[config.mk]
export PLATFORM = sky130hd
export DESIGN_NAME = pin_mode_irq_ctl
export DESIGN_NICKNAME = d
export VERILOG_FILES = /design/src/rtl/pmi_pkg.sv /design/src/rtl/pmi_sync.sv /design/src/rtl/pmi_mode_latch.sv /design/src/rtl/pmi_irq_line.sv /design/src/rtl/pin_mode_irq_ctl.sv
export SDC_FILE = /design/constraint.sdc
export NUM_CORES = 1
export LEC_CHECK = 0
export BUFFER_PORTS_ARGS = -buffer_cell sky130_fd_sc_hd__buf_2
export CAP_MARGIN = 20
export CORE_MARGIN = 4
export CORE_UTILIZATION = 40
export CTS_CLUSTER_SIZE = 10
export DETAILED_ROUTE_END_ITERATION = 6
export HOLD_SLACK_MARGIN = 0.08
export PLACE_DENSITY = 0.83
export SYNTH_ARGS = -nofsm -noshare
export SYNTH_HDL_FRONTEND = slang
export SYNTH_SLANG_ARGS = --single-unit
[constraint.sdc]
create_clock -name clk -period 0.8 [get_ports clk]
set_input_delay 0.04 -clock clk [delete_from_list [all_inputs] [get_ports clk]]
set_output_delay 0.04 -clock clk [all_outputs]
set_load 0.1 [all_outputs]
[src/rtl/pmi_pkg.sv]
package pmi_pkg;
  typedef enum logic [1:0] {
    SB_RUN  = 2'b00,
    SB_WAIT = 2'b01,
    SB_STOP = 2'b10
  } standby_e;
endpackage

[src/rtl/pmi_sync.sv]
module pmi_sync #(
  parameter int W      = 4,
  parameter int STAGES = 2
) (
  input  logic         clk,
  input  logic [W-1:0] d,
  output logic [W-1:0] q
);
  logic [W-1:0] stage [STAGES];

  always_ff @(posedge clk) stage[0] <= d;

  generate
    for (genvar s = 1; s < STAGES; s++) begin : g_stage
      always_ff @(posedge clk) stage[s] <= stage[s-1];
    end
  endgenerate

  assign q = stage[STAGES-1];
endmodule

[src/rtl/pmi_mode_latch.sv]
module pmi_mode_latch #(
  parameter int MODE_W = 4
) (
  input  logic              clk,
  input  logic              rst,
  input  logic [MODE_W-1:0] straps,
  input  logic              wr,
  input  logic [MODE_W-1:0] wdata,
  output logic [MODE_W-1:0] mode_q
);
  logic rst_d;
  logic capture;

  always_ff @(posedge clk) rst_d <= rst;

  assign capture = rst_d & ~rst;

  always_ff @(posedge clk) begin
    if (rst)          mode_q <= '0;
    else if (capture) mode_q <= straps;
    else if (wr)      mode_q <= wdata;
  end


  capture_loads_straps_chk: assert property (@(posedge clk) disable iff (rst)
    capture |=> mode_q == $past(straps));


  mode_held_chk: assert property (@(posedge clk) disable iff (rst)
    (!capture && !wr) |=> $stable(mode_q));
endmodule

[src/rtl/pmi_irq_line.sv]
module pmi_irq_line (
  input  logic clk,
  input  logic rst,
  input  logic pin_s,
  input  logic edge_mode,
  input  logic mask,
  input  logic ack,
  output logic req,
  output logic pend
);
  logic prev;
  logic fall;
  logic flag;
  logic flag_nxt;

  always_ff @(posedge clk) prev <= pin_s;

  assign fall = prev & ~pin_s;

  always_comb begin
    if (!edge_mode)  flag_nxt = 1'b0;
    else if (fall)   flag_nxt = 1'b1;
    else if (ack)    flag_nxt = 1'b0;
    else             flag_nxt = flag;
  end

  assign req = edge_mode ? flag : ~pin_s;

  always_ff @(posedge clk) begin
    if (rst) begin
      flag <= 1'b0;
      pend <= 1'b0;
    end else begin
      flag <= flag_nxt;
      pend <= (edge_mode ? flag_nxt : ~pin_s) & ~mask;
    end
  end


  ack_clears_chk: assert property (@(posedge clk) disable iff (rst)
    (edge_mode && ack && !fall) |=> !flag);


  mask_gates_chk: assert property (@(posedge clk) disable iff (rst)
    mask |=> !pend);
endmodule

[src/rtl/pin_mode_irq_ctl.sv]
module pin_mode_irq_ctl #(
  parameter int NPINS       = 4,
  parameter int NIRQ        = 2,
  parameter int SYNC_STAGES = 2
) (
  input  logic             clk,
  input  logic             rst,
  input  logic [NPINS-1:0] pins,
  input  logic [NIRQ-1:0]  cfg_edge,
  input  logic [NIRQ-1:0]  cfg_mask,
  input  logic [NIRQ-1:0]  irq_ack,
  input  logic [1:0]       standby,
  input  logic             mode_wr,
  input  logic [NPINS-1:0] mode_wdata,
  output logic [NPINS-1:0] mode_q,
  output logic [NIRQ-1:0]  irq_pend,
  output logic             wake
);
  import pmi_pkg::*;

  localparam int MODE_W = NPINS;

  logic [NPINS-1:0] pins_s;
  logic [NIRQ-1:0]  req;
  logic             in_wait;
  logic             in_stop;

  pmi_sync #(.W(NPINS), .STAGES(SYNC_STAGES)) u_sync (
    .clk (clk),
    .d   (pins),
    .q   (pins_s)
  );

  pmi_mode_latch #(.MODE_W(MODE_W)) u_mode (
    .clk    (clk),
    .rst    (rst),
    .straps (pins_s),
    .wr     (mode_wr),
    .wdata  (mode_wdata),
    .mode_q (mode_q)
  );

  generate
    for (genvar i = 0; i < NIRQ; i++) begin : g_line
      pmi_irq_line u_line (
        .clk       (clk),
        .rst       (rst),
        .pin_s     (pins_s[i]),
        .edge_mode (cfg_edge[i]),
        .mask      (cfg_mask[i]),
        .ack       (irq_ack[i]),
        .req       (req[i]),
        .pend      (irq_pend[i])
      );
    end
  endgenerate

  assign in_wait = (standby == SB_WAIT);
  assign in_stop = (standby == SB_STOP);

  // Line 0 ends WAIT and STOP; line 1 ends WAIT only.
  always_ff @(posedge clk) begin
    if (rst) wake <= 1'b0;
    else     wake <= (req[0] & (in_wait | in_stop)) | (req[1] & in_wait);
  end


  reset_quiet_chk: assert property (@(posedge clk)
    rst |=> (mode_q == '0 && irq_pend == '0 && !wake));


  stop_wake_rights_chk: assert property (@(posedge clk) disable iff (rst)
    (in_stop && !req[0]) |=> !wake);


  run_no_wake_chk: assert property (@(posedge clk) disable iff (rst)
    (standby == SB_RUN) |=> !wake);
endmodule

# ---- Word level (Yosys, flattened, before mapping)
# Memories as Yosys holds them, arrays and structs flattened.
# Cells that the tools add are included.
dict set report classes {
  eq_ne 2
  n_mux 12
  bitwise 14
  n_reduce_logical 1
}
# op count
set ops {}
lappend ops {{$mux W1} 10}
lappend ops {{$mux W4} 2}
lappend ops {{$and A1 B1 Y1} 7}
lappend ops {{$not A1 Y1} 5}
lappend ops {{$eq A2 B1 Y1 const B} 1}
lappend ops {{$eq A2 B2 Y1 const B} 1}
lappend ops {{$or A1 B1 Y1} 2}
lappend ops {{$reduce_bool A2 Y1} 1}
dict set report word_totals {
  register_bits 12
  mem_bits_rw 8
  in_bits 19
  out_inout_bits 7
  wordCells 39
  memories 1
}
# name words width rd rd_clocked_by_memory_dff wr line
set memory_table {}
lappend memory_table {u_sync.stage 2 4 2 0 2 pmi_sync.sv:9} ;# logic [W-1:0] stage [STAGES];

# ---- Logic depth before layout (Yosys ltp)
dict set report depth {
  ltp_word 6
  depth_mapped 4
}

# ---- By module
# A second synthesis with hierarchy kept.
dict set report unflattened {
  hier_cells 61
  area_unflattened_um2 700.7
}
# module n_inst cells_per_inst area_each_um2 seq_area_each_um2
set modules_own_cells {}
lappend modules_own_cells {pmi_irq_line 2 12 122.6 60.1}
lappend modules_own_cells {pmi_mode_latch 1 19 210.2 100.1}
lappend modules_own_cells {pmi_sync 1 12 190.2 160.2}
lappend modules_own_cells {pin_mode_irq_ctl 1 6 55.1 20.0}

# ---- Least setup slack after synthesis
# No wires, ideal clock.
dict set report synth_timing {
  path_kind {reg2reg}
  startpoint {reg u_mode.mode_q[0] (netlist name)}
  endpoint {reg u_mode.mode_q[0]}
  setup_time_ns 0.086
  t_arrival_ns 1.364
  slack_ns -0.650
  stages_incl_launch_ff 4
  synth_period_minus_slack_ns 1.450
  path_cell_list {dfxtp_1 > nor2b_1 > a211oi_1 > a211oi_1}
}
# element line
set synth_lines {}
lappend synth_lines {{end signal: assignment} pmi_mode_latch.sv:20} ;# else if (capture) mode_q <= straps;
lappend synth_lines {{end signal: assignment} pmi_mode_latch.sv:21} ;# else if (wr) mode_q <= wdata;
lappend synth_lines {{end: declaration} pmi_mode_latch.sv:9} ;# output logic [MODE_W-1:0] mode_q

# ---- Final worst setup path
dict set report layout_timing {
  startpoint {reg u_mode.mode_q[1]}
  endpoint {out mode_q[1]}
}
# element line
set layout_lines {}
lappend layout_lines {{end: declaration} pin_mode_irq_ctl.sv:15} ;# output logic [NPINS-1:0] mode_q,
# No word-level cell between the ends.

==> results.cfg <==
[run_status]
outcome = complete, but fails checks
violations = negative setup slack

[floorplanning]
num_rows = 14
coreArea_mm2 = 0.00152
die_y_um = 48.3
fp.dieArea_mm2 = 0.00233
start_util_pct = 42.6
io_pins = 26
die_w_um = 48.3

[timing]
hold_violations = 0
finalCritPeriodShare_pct = 123
rsz0062_at_grt = yes
finalWorstSetupSlack_ps = -187
max_slew.worst_pin.slew_ps = 476
fin_worst_skew_ps = 1.10
max_freq_ghz = 1.01
min_period_ps = 987
drv_slew = 0
fin_hold_ws_ps = 49.5
setup_viol_count_final = 13
maxSlewHeadroom_pct = 68.2

[layout]
n_antenna_cell = 0
nets = 120
fill_cells = 95
seq_area_um2 = 430
fin_cells = 115
drive_gt1_share_pct = 66.7
post-route-util_pct = 79.8
multi_input_area_um2 = 305
syn_to_final_growth_pct = 87.3

[synth]
synth_top_area_share_pct = 61.7
netlist-cell-type-count = 16
synth_seq_cells = 20
synth_most_common_cell = dfxtp_1
ys.flop_type = dfxtp_1
synth_seq_area_share_pct = 61.7
syn_avg_cell_area_um2 = 11.2
ys_warn_count = 0
yosys-top-cells-count = dfxtp_1, a211oi_1, a21oi_1, nor2_1, nor2b_1
synth-async-reset-ratio_pct = 0
synth_area_leaders = dfxtp_1, a211oi_1, nor2b_1
yosys.area.top_type = dfxtp_1
synth_enable_flop_cells = 0
syn_area_um2 = 649
mappedNetlistNets = 78
syn_inst = 58

[setup_path]
reg2reg_depth = 3
crit_type = flop to output port
cp.required_ps = 760
start_kind = flop
cp.arrival_ps = 950
path_max_fanout = 2
cp-end-kind = output port
reg2reg_from = u_mode.mode_q[3]
critPathLaunch = u_mode.mode_q[1]

[clock_network]
htreeDepth = 1
clkTransAtPathRegs_ps = 110
cts_tree = yes
clockBufferDepth = 2
clockRootBuffer = clkbuf_4
cts-buffers-inserted = 3
clk_latency_ps = 310
clock_sinks = 20

[global_route]
antenna_found_initial = 0
first_global_vias = 568
grt_max_degree = 13
grt_pass1_wl_um = 2590
grt.total_usage_pct = 17.1
overflow = 0

[route]
wirelength_um = 1960
first_pass_iters = 4
ant_nets = 0
drt-wirelength-per-cell_um = 17.0
first_iter_violations = 5
vias = 592
viasPerCell = 5.15
drc = 0

[power]
vdd_drop_max_v = 0.00154
leakage_nw = 0.534
power.total_mw = 2.44
powerDensity_mw_per_mm2 = 2000

[placement]
hpwlAfterDp_um = 1180
dp_cells = 98
port_buffers = 25
place_congestion = 0.659

[worst_hold_path]
holdCritPathClass = primary input to flop
min_from = standby[0]
hold_path_depth = 3

[job]
max-cap-violations = 0
==> repair_timing <==
item / in CTS / in global routing
hold endpoints to repair: 14 / 2
pin swaps: 5 / 6
hold buffers: 10 / 1
buffers inserted: 1 / 1
resized for setup: 18 / 17
endpoints found under the setup margin: 16 / 16
==> flip-flops by register name (all words and copies together), names as in the netlist <==
register / flops
wake: 1
u_mode.rst_d: 1
g_line.u_line.prev: 2
u_sync.stage: 8
g_line.u_line.pend: 2
g_line.u_line.flag: 2
u_mode.mode_q: 4
==> cells in the final DEF (no fill, tap or decap) <==
| cell | n |
|---|---|
| o32ai_1 | 1 |
| a211oi_2 | 3 |
| mux2i_1 | 2 |
| dlymetal6s4s_1 | 1 |
| buf_2 | 17 |
| a211oi_1 | 1 |
| dlygate4sd3_1 | 10 |
| a21oi_1 | 2 |
| nor2_1 | 4 |
| nand2b_4 | 2 |
| buf_4 | 3 |
| dfxtp_2 | 9 |
| dfxtp_4 | 5 |
| nor2b_4 | 3 |
| nor3b_2 | 2 |
| nor2b_1 | 1 |
| buf_6 | 3 |
| a21oi_2 | 2 |
| dfxtp_1 | 6 |
| nor3_1 | 1 |
| a22oi_2 | 2 |
| inv_4 | 1 |
| inv_1 | 2 |
| nand2b_1 | 1 |
| mux2_4 | 2 |
| clkbuf_4 | 3 |
| buf_12 | 7 |
| ha_1 | 1 |
| bufinv_16 | 1 |
| nor3_2 | 1 |
==> worst max-delay path: stages, from the launching register on <==
cell     delay (ps)
dfxtp_4         370
buf_6           110
buf_12          150
==> area by class of cell <==
class | count | area share [%]
repair buffers | 41 | 32.4
well taps | 16 | 1.65
multi-input cells | 31 | 25.1
clock inverters | 1 | 2.47
inverters | 3 | 1.13
clock buffers | 3 | 1.85
flip-flops and latches | 20 | 35.4
==> logic make-up (layout without fill, tap and decap cells) <==
family	count (synthesis)	count (layout)	synth area share, %
compound gates	11	11	11.4
simple gates	15	15	12.9
flops	20	20	61.7
buf+inv	7	48	5.59
mux	4	4	6.55
fa+ha+maj	1	1	1.93
==> where the power goes <==
group	switching (mW)	internal [mW]	total [mW]	leakage [nW]
registers	0.0417	1.05	1.09	0.172
logic	0.271	0.241	0.512	0.334
clock network	0.327	0.507	0.834	0.0279
==> metrics by stage <==
| step | worst slack (ps) | setup TNS (ps) | instance area [um^2] |
|---|---|---|---|
| final | -187 | -1320 | 1220 |
| after detailed placement | -95.8 | -402 | 921 |
| after CTS | -186 | -1400 | 1140 |
| after global routing | -222 | -1840 | 1220 |
| after floorplan | -190 | -693 | 673 |
| after global placement | -61.5 | -171 | 921 |
==> per-layer routing <==
layer | up-vias | track usage, % | wire length, um
met3 | 4 | 6.64 | 123
met1 | 289 | 16.3 | 605
met2 | 18 | 33.1 | 1190
met4 | 0 | 4.84 | 34
met5 | - | 0 | 0
li1 | 281 | - | -
==> worst paths after layout <==
check                        to  slack (ps)
max                   mode_q[1]        -190
min                        wake          50
max reg2reg    u_mode.mode_q[3]        -140
min reg2reg  u_sync.stage[0][4]         340
(Power assumes the default switching activity.)
